==> src/rtl/xchg_pkg.sv <==
package xchg_pkg;
  localparam int CODE_W = 4;

  localparam logic [CODE_W-1:0] C_D  = 4'd0;
  localparam logic [CODE_W-1:0] C_X  = 4'd1;
  localparam logic [CODE_W-1:0] C_Y  = 4'd2;
  localparam logic [CODE_W-1:0] C_U  = 4'd3;
  localparam logic [CODE_W-1:0] C_S  = 4'd4;
  localparam logic [CODE_W-1:0] C_PC = 4'd5;
  localparam logic [CODE_W-1:0] C_A  = 4'd8;
  localparam logic [CODE_W-1:0] C_B  = 4'd9;
  localparam logic [CODE_W-1:0] C_CC = 4'd10;
  localparam logic [CODE_W-1:0] C_DP = 4'd11;

  typedef enum logic [1:0] {
    ST_IDLE = 2'd0,
    ST_CAP  = 2'd1,
    ST_WB   = 2'd2
  } xchg_state_e;
endpackage

==> src/rtl/xchg_ctrl.sv <==
module xchg_ctrl
  import xchg_pkg::*;
#(
  parameter int          BYTE_W = 8,
  parameter logic [7:0]  EXG_OP = 8'h1E
) (
  input  logic              clk_i,
  input  logic              rst_ni,
  input  logic              start_i,
  input  logic [7:0]        opcode_i,
  input  logic [BYTE_W-1:0] postbyte_i,
  output logic              busy_o,
  output logic              cap_o,
  output logic              commit_o,
  output logic [CODE_W-1:0] code_first_o,
  output logic [CODE_W-1:0] code_second_o,
  output logic              done_o,
  output logic              illegal_o,
  output logic              branch_o
);
  xchg_state_e state_q;
  logic [7:0]        op_q;
  logic [BYTE_W-1:0] pb_q;
  logic              legal, wb, pc_used;

  assign legal         = (op_q == EXG_OP);
  assign wb            = (state_q == ST_WB);
  assign busy_o        = (state_q != ST_IDLE);
  assign cap_o         = (state_q == ST_CAP);
  assign commit_o      = wb && legal;
  assign code_first_o  = pb_q[BYTE_W-1 -: CODE_W];
  assign code_second_o = pb_q[CODE_W-1:0];
  assign pc_used       = (code_first_o == C_PC) || (code_second_o == C_PC);

  always_ff @(posedge clk_i or negedge rst_ni) begin
    if (!rst_ni) begin
      state_q   <= ST_IDLE;
      op_q      <= '0;
      pb_q      <= '0;
      done_o    <= 1'b0;
      illegal_o <= 1'b0;
      branch_o  <= 1'b0;
    end else begin
      done_o    <= wb;
      illegal_o <= wb && !legal;
      branch_o  <= wb && legal && pc_used;
      unique case (state_q)
        ST_IDLE: if (start_i) begin
          op_q    <= opcode_i;
          pb_q    <= postbyte_i;
          state_q <= ST_CAP;
        end
        ST_CAP:  state_q <= ST_WB;
        default: state_q <= ST_IDLE;
      endcase
    end
  end
endmodule

==> src/rtl/xchg_operand.sv <==
module xchg_operand
  import xchg_pkg::*;
#(
  parameter int BYTE_W = 8,
  localparam int WORD_W = 2 * BYTE_W
) (
  input  logic              clk_i,
  input  logic              rst_ni,
  input  logic              cap_i,
  input  logic [CODE_W-1:0] code_i,
  input  logic [BYTE_W-1:0] a_i,
  input  logic [BYTE_W-1:0] b_i,
  input  logic [BYTE_W-1:0] cc_i,
  input  logic [BYTE_W-1:0] dp_i,
  input  logic [WORD_W-1:0] x_i,
  input  logic [WORD_W-1:0] y_i,
  input  logic [WORD_W-1:0] u_i,
  input  logic [WORD_W-1:0] s_i,
  input  logic [WORD_W-1:0] pc_seq_i,
  output logic [WORD_W-1:0] val_o
);
  localparam logic [BYTE_W-1:0] PAD = '1;
  logic [WORD_W-1:0] rd;

  always_comb begin
    unique case (code_i)
      C_D:     rd = {a_i, b_i};
      C_X:     rd = x_i;
      C_Y:     rd = y_i;
      C_U:     rd = u_i;
      C_S:     rd = s_i;
      C_PC:    rd = pc_seq_i;
      C_A:     rd = {PAD, a_i};
      C_B:     rd = {PAD, b_i};
      C_CC:    rd = {PAD, cc_i};
      C_DP:    rd = {PAD, dp_i};
      default: rd = '1;
    endcase
  end

  always_ff @(posedge clk_i or negedge rst_ni) begin
    if (!rst_ni)    val_o <= '0;
    else if (cap_i) val_o <= rd;
  end
endmodule

==> src/rtl/xchg_regfile.sv <==
module xchg_regfile
  import xchg_pkg::*;
#(
  parameter int BYTE_W  = 8,
  parameter int PC_STEP = 2,
  localparam int WORD_W = 2 * BYTE_W
) (
  input  logic              clk_i,
  input  logic              rst_ni,
  input  logic              busy_i,
  input  logic              ld_en_i,
  input  logic [CODE_W-1:0] ld_sel_i,
  input  logic [WORD_W-1:0] ld_data_i,
  input  logic              commit_i,
  input  logic [CODE_W-1:0] code_first_i,
  input  logic [CODE_W-1:0] code_second_i,
  input  logic [WORD_W-1:0] val_first_i,
  input  logic [WORD_W-1:0] val_second_i,
  output logic [BYTE_W-1:0] a_o,
  output logic [BYTE_W-1:0] b_o,
  output logic [BYTE_W-1:0] cc_o,
  output logic [BYTE_W-1:0] dp_o,
  output logic [WORD_W-1:0] x_o,
  output logic [WORD_W-1:0] y_o,
  output logic [WORD_W-1:0] u_o,
  output logic [WORD_W-1:0] s_o,
  output logic [WORD_W-1:0] pc_o,
  output logic [WORD_W-1:0] pc_seq_o,
  output logic [WORD_W-1:0] branch_target_o
);
  localparam int NSTEP = 2;

  logic              wen   [NSTEP];
  logic [CODE_W-1:0] wcode [NSTEP];
  logic [WORD_W-1:0] wval  [NSTEP];
  logic [BYTE_W-1:0] a_n, b_n, cc_n, dp_n;
  logic [WORD_W-1:0] x_n, y_n, u_n, s_n, pc_n;

  assign pc_seq_o = pc_o + WORD_W'(PC_STEP);

  // step 0 lands first; step 1 overrides on overlap
  always_comb begin
    wen[0]   = commit_i || (ld_en_i && !busy_i);
    wcode[0] = commit_i ? code_second_i : ld_sel_i;
    wval[0]  = commit_i ? val_first_i   : ld_data_i;
    wen[1]   = commit_i;
    wcode[1] = code_first_i;
    wval[1]  = val_second_i;
  end

  always_comb begin
    a_n = a_o; b_n = b_o; cc_n = cc_o; dp_n = dp_o;
    x_n = x_o; y_n = y_o; u_n = u_o; s_n = s_o;
    pc_n = commit_i ? pc_seq_o : pc_o;
    for (int k = 0; k < NSTEP; k++) begin
      if (wen[k]) begin
        unique case (wcode[k])
          C_D:     {a_n, b_n} = wval[k];
          C_X:     x_n  = wval[k];
          C_Y:     y_n  = wval[k];
          C_U:     u_n  = wval[k];
          C_S:     s_n  = wval[k];
          C_PC:    pc_n = wval[k];
          C_A:     a_n  = wval[k][BYTE_W-1:0];
          C_B:     b_n  = wval[k][BYTE_W-1:0];
          C_CC:    cc_n = wval[k][BYTE_W-1:0];
          C_DP:    dp_n = wval[k][BYTE_W-1:0];
          default: ;
        endcase
      end
    end
  end

  always_ff @(posedge clk_i or negedge rst_ni) begin
    if (!rst_ni) begin
      a_o <= '0; b_o <= '0; cc_o <= '0; dp_o <= '0;
      x_o <= '0; y_o <= '0; u_o <= '0; s_o <= '0;
      pc_o <= '0; branch_target_o <= '0;
    end else begin
      a_o <= a_n; b_o <= b_n; cc_o <= cc_n; dp_o <= dp_n;
      x_o <= x_n; y_o <= y_n; u_o <= u_n; s_o <= s_n;
      pc_o <= pc_n;
      if (commit_i) branch_target_o <= pc_n;
    end
  end
endmodule

==> src/rtl/reg_xchg_unit.sv <==
module reg_xchg_unit
  import xchg_pkg::*;
#(
  parameter int          BYTE_W  = 8,
  parameter int          PC_STEP = 2,
  parameter logic [7:0]  EXG_OP  = 8'h1E,
  localparam int         WORD_W  = 2 * BYTE_W
) (
  input  logic              clk_i,
  input  logic              rst_ni,
  input  logic              start_i,
  input  logic [7:0]        opcode_i,
  input  logic [BYTE_W-1:0] postbyte_i,
  input  logic              ld_en_i,
  input  logic [3:0]        ld_sel_i,
  input  logic [WORD_W-1:0] ld_data_i,
  output logic [BYTE_W-1:0] a_o,
  output logic [BYTE_W-1:0] b_o,
  output logic [BYTE_W-1:0] cc_o,
  output logic [BYTE_W-1:0] dp_o,
  output logic [WORD_W-1:0] x_o,
  output logic [WORD_W-1:0] y_o,
  output logic [WORD_W-1:0] u_o,
  output logic [WORD_W-1:0] s_o,
  output logic [WORD_W-1:0] pc_o,
  output logic              busy_o,
  output logic              done_o,
  output logic              illegal_o,
  output logic              branch_o,
  output logic [WORD_W-1:0] branch_target_o
);
  localparam int NOPS = 2;

  logic              cap, commit;
  logic [CODE_W-1:0] code [NOPS];
  logic [WORD_W-1:0] val  [NOPS];
  logic [WORD_W-1:0] pc_seq;

  xchg_ctrl #(.BYTE_W(BYTE_W), .EXG_OP(EXG_OP)) i_ctrl (
    .clk_i, .rst_ni, .start_i, .opcode_i, .postbyte_i,
    .busy_o, .cap_o(cap), .commit_o(commit),
    .code_first_o(code[0]), .code_second_o(code[1]),
    .done_o, .illegal_o, .branch_o
  );

  for (genvar g = 0; g < NOPS; g++) begin : g_opnd
    xchg_operand #(.BYTE_W(BYTE_W)) i_opnd (
      .clk_i, .rst_ni, .cap_i(cap), .code_i(code[g]),
      .a_i(a_o), .b_i(b_o), .cc_i(cc_o), .dp_i(dp_o),
      .x_i(x_o), .y_i(y_o), .u_i(u_o), .s_i(s_o),
      .pc_seq_i(pc_seq), .val_o(val[g])
    );
  end

  xchg_regfile #(.BYTE_W(BYTE_W), .PC_STEP(PC_STEP)) i_regs (
    .clk_i, .rst_ni, .busy_i(busy_o),
    .ld_en_i, .ld_sel_i, .ld_data_i,
    .commit_i(commit),
    .code_first_i(code[0]), .code_second_i(code[1]),
    .val_first_i(val[0]), .val_second_i(val[1]),
    .a_o, .b_o, .cc_o, .dp_o, .x_o, .y_o, .u_o, .s_o, .pc_o,
    .pc_seq_o(pc_seq), .branch_target_o
  );
endmodule

==> config.mk <==
export PLATFORM = sky130hd
export DESIGN_NAME = reg_xchg_unit
export DESIGN_NICKNAME = d
export VERILOG_FILES = /design/src/rtl/xchg_pkg.sv /design/src/rtl/xchg_ctrl.sv /design/src/rtl/xchg_operand.sv /design/src/rtl/xchg_regfile.sv /design/src/rtl/reg_xchg_unit.sv
export SDC_FILE = /design/constraint.sdc
export NUM_CORES = 1
export LEC_CHECK = 0
export ABC_AREA = 1
export CORE_ASPECT_RATIO = 0.9
export CORE_MARGIN = 3
export CORE_UTILIZATION = 45
export DETAILED_ROUTE_END_ITERATION = 7
export DONT_BUFFER_PORTS = 1
export PLACE_DENSITY = 0.73
export SKIP_CTS_REPAIR_TIMING = 1
export SYNTH_ARGS = -nofsm -noshare
export SYNTH_HDL_FRONTEND = slang
export SYNTH_SLANG_ARGS = --single-unit
==> constraint.sdc <==
create_clock -name clk_i -period 1.8 [get_ports clk_i]
set_clock_uncertainty 0.05 [all_clocks]
set_input_delay 0.36 -clock clk_i [delete_from_list [all_inputs] [get_ports clk_i]]
set_output_delay 0.36 -clock clk_i [all_outputs]
set_load 0.1 [all_outputs]
==> results.json <==
{
  "cap_violations": 0,
  "grt_max_degree": 182,
  "synthFlopType": "dfrtp_1",
  "synth_seq_cells": 181,
  "dpl.hpwl_um": 38970,
  "r2r_cells": 12,
  "syn_to_final_growth_pct": 52.85,
  "finalHoldViolCount": 182,
  "wl_per_cell_um": 26.04,
  "clock_latency_ns": 0.44,
  "dieArea_sq_um": 25260,
  "rrSetupSlack_ns": -0.37,
  "drive_above_1_share_pct": 41.09,
  "post_synth_num_cell_types": 44,
  "worst_setup_path_start_kind": "register",
  "min_period_ns": 2.169,
  "io_buffers": 0,
  "status": "finished with violations",
  "vias": 12890,
  "fin_nets": 1802,
  "p_per_area_nw_per_um2": 1559,
  "yosys_warnings": 0,
  "io_pins": 172,
  "stdcell_area_sq_um": 16090,
  "drt-vias-per-instance": 6.223,
  "synth_area_sq_um": 10530,
  "cpPeakStageDelay_ns": 0.38,
  "die_x_um": 167.2,
  "worstReg2RegStart": "i_ctrl.op_q[5]$_DFFE_PN0P_",
  "grt_use_total_pct": 38.89,
  "htreeDepth": 4,
  "grt_setup_unrepaired": "true",
  "path_class": "reg -> reg",
  "hold_slack_ns": -0.4415,
  "synth_fp_nets": 1460,
  "postSynth.asyncResetShare_pct": 100.0,
  "fin_ws_ns": -0.3692,
  "drc": 0,
  "clock_sinks": 181,
  "syn_avg_cell_area_sq_um": 7.417,
  "ir_drop_v": 0.001135,
  "dr.pass1.iters": 6,
  "tightest_slew_ns": 0.5408,
  "critical_path_required_ns": 2.05,
  "critPathTopFamily": "simple AND/OR/NAND/NOR gates",
  "reg2reg_to": "i_regs.y_o[5]$_DFF_PN0_",
  "holdCritPathClass": "in -> async",
  "setup-tns-final_ns": -37.52,
  "num_antenna_cells": 0,
  "fp.dieH_um": 151.1,
  "start_util_pct": 46.35,
  "slew_violations": 0,
  "drtIter0Drc": 1863,
  "core_area_sq_um": 22710,
  "crit_slowest_cell": "dfrtp_1",
  "rows": 52,
  "cts_tree": "built",
  "placedInstanceArea_sq_um": 13660,
  "gp_congestion": 1.083,
  "grt_pass1_vias": 11610,
  "worst-path-buf-inv": 3,
  "arrival_ns": 2.42,
  "cts_buffer_depth": 2,
  "cts_inserted_buffers": 17,
  "crit_chain": "inv_2 -> nand2_2 -> nor2_4 -> nand3_4 -> clkbuf_16 -> o21ai_4 -> nand2_4 -> nor2_4 -> buf_12 -> nand2_8 -> o21ai_1 -> o22ai_1",
  "crit_top_cell": "nor2_4",
  "setup_viol": 156,
  "yosysSeqAreaShare_pct": 43.03,
  "failed_checks": "negative hold slack, negative setup slack",
  "grt_pass1_wl_um": 73820,
  "antenna_found_initial": 0,
  "synthCells": 1419,
  "cts_root_buf": "clkbuf_16",
  "max_freq_mhz": 461.0,
  "power.leakage_uw": 0.007603,
  "crit_path_end_kind": "register",
  "slew_headroom_pct": 63.90,
  "drtAntennaViolNets": 0,
  "grt-ovfl-total": 0,
  "fin_crit_sh_pct": 120.5,
  "final_util_pct": 70.85,
  "synth-edff-count": 0,
  "cp_max_fo": 8,
  "routed_wl_um": 53930,
  "clk_pin_slew_worst_paths_ns": 0.08
}
==> cells by family after synthesis <==
group | after synthesis | synth area share [%]
AND/OR/NAND/NOR | 544 | 22.15
XOR/XNOR | 7 | 0.5825
buffers and inverters | 249 | 9.368
adder cells (fa/ha/maj) | 1 | 0.1189
flip-flops | 181 | 43.03
AO/OA/AOI/OAI | 437 | 24.75
==> power breakdown <==
| part | total, uW | switching [uW] | internal (uW) |
|---|---|---|---|
| clock network | 3940 | 1910 | 2020 |
| registers | 6720 | 1480 | 5240 |
| logic | 14400 | 10600 | 3850 |
==> worst max-delay path by stage <==
stage / startpoint / endpoint / slack, ns / cells past startpoint
floorplan: i_ctrl.op_q[6]$_DFFE_PN0P_ / i_regs.u_o[7]$_DFF_PN0_ / -0.17 / 12
global placement: i_ctrl.pb_q[5]$_DFFE_PN0P_ / g_opnd[0].i_opnd.val_o[13]$_DFFE_PN0N_ / -0.56 / 8
detailed placement: i_ctrl.state_q[0]$_DFFE_PN0P_ / g_opnd[0].i_opnd.val_o[11]$_DFFE_PN0N_ / -0.53 / 8
CTS: i_ctrl.state_q[0]$_DFFE_PN0P_ / g_opnd[0].i_opnd.val_o[11]$_DFFE_PN0N_ / -0.55 / 8
global route: i_ctrl.op_q[5]$_DFFE_PN0P_ / i_regs.branch_target_o[15]$_DFFE_PN0P_ / -0.44 / 16
finish: i_ctrl.op_q[5]$_DFFE_PN0P_ / i_regs.y_o[5]$_DFF_PN0_ / -0.37 / 12
==> cell usage in the layout (no fill, tap or decap), drive strengths merged, types with 8 or more instances in the layout <==
master,synthesis,layout
a221oi,23,23
nand2,354,357
a21oi,88,88
a22oi,11,11
or2,17,17
a2111oi,8,8
clkinv,7,12
nand3,88,88
clkbuf,37,24
dfrtp,181,181
o211ai,22,22
o21ai,167,167
buf,32,378
inv,173,179
o22ai,97,97
nor2,63,63
nor3,12,12
==> synthesized netlist by cell type (4+ instances only) <==
cell       number  area, sq um
nand2_2         9        56.30
buf_1           7        26.28
a31oi_1         4        25.02
nand4_1         5        31.28
o211ai_1       22        165.2
clkinv_1        7        26.28
nor2_1         54        202.7
o22ai_1        97        606.8
o21ai_1        33        165.2
o21ai_0       131        655.6
a211oi_1        7        52.55
xor2_1          7        61.31
a221oi_1       23        201.4
nand2_1       344         1291
a2111oi_0       8        70.07
a21oi_1        87        435.4
dfrtp_1       181         4529
clkbuf_1       37        138.9
nand3_1        87        435.4
a22oi_1        11        82.58
inv_2           4        15.01
inv_1         169        634.4
nor3_1         12        60.06
or2_2          17        106.4
buf_2          20        100.1
nor2_4          5        56.30
o2111ai_1       5        43.79
==> layer usage <==
| metal | global-route usage, % | share of wire [%] |
|---|---|---|
| met5 | 0 | 0 |
| met4 | 9.202 | 3.9 |
| met3 | 10.52 | 13 |
| met2 | 57.68 | 44 |
| met1 | 57.01 | 40 |
==> registers in the layout (all words and copies together) (netlist names) <==
| register | count |
|---|---|
| i_ctrl.state_q | 2 |
| i_ctrl.pb_q | 8 |
| i_regs.dp_o | 8 |
| i_regs.pc_o | 16 |
| i_regs.y_o | 16 |
| i_regs.x_o | 16 |
| i_ctrl.done_o | 1 |
| i_regs.branch_target_o | 16 |
| i_regs.a_o | 8 |
| g_opnd.i_opnd.val_o | 32 |
| i_ctrl.op_q | 8 |
| i_regs.u_o | 16 |
| i_ctrl.illegal_o | 1 |
| i_regs.cc_o | 8 |
| i_regs.b_o | 8 |
| i_ctrl.branch_o | 1 |
| i_regs.s_o | 16 |
==> stage by stage <==
step | power, uW | cells | setup slack, ns
finish | 25080 | 2071 | -0.3692
global route | 25820 | 2071 | -0.4390
CTS | 23580 | 2037 | -0.5484
detailed placement | 19670 | 2005 | -0.5306
global placement | 19560 | 2005 | -0.5600
floorplan | 14820 | 1419 | -0.1661
==> area by class of cell <==
cell class                      count  area (sq um)
Tap cell                          297         371.6
Multi-Input combinational cell    992          6344
Clock buffer                       18         439.2
Timing Repair Buffer              389          3511
Fill cell                        1739          6619
Inverter                          180         691.9
Sequential cell                   181          4567
Clock inverter                     14         163.9
==> worst reg2reg max path: cells and delay by family (launching register included) <==
family | cells | cell delay, ns
AO/OA/AOI/OAI | 3 | 0.49
buffers and inverters | 3 | 0.41
flip-flops | 1 | 0.38
AND/OR/NAND/NOR | 6 | 0.70
Power figures use the tool's default switching activity.
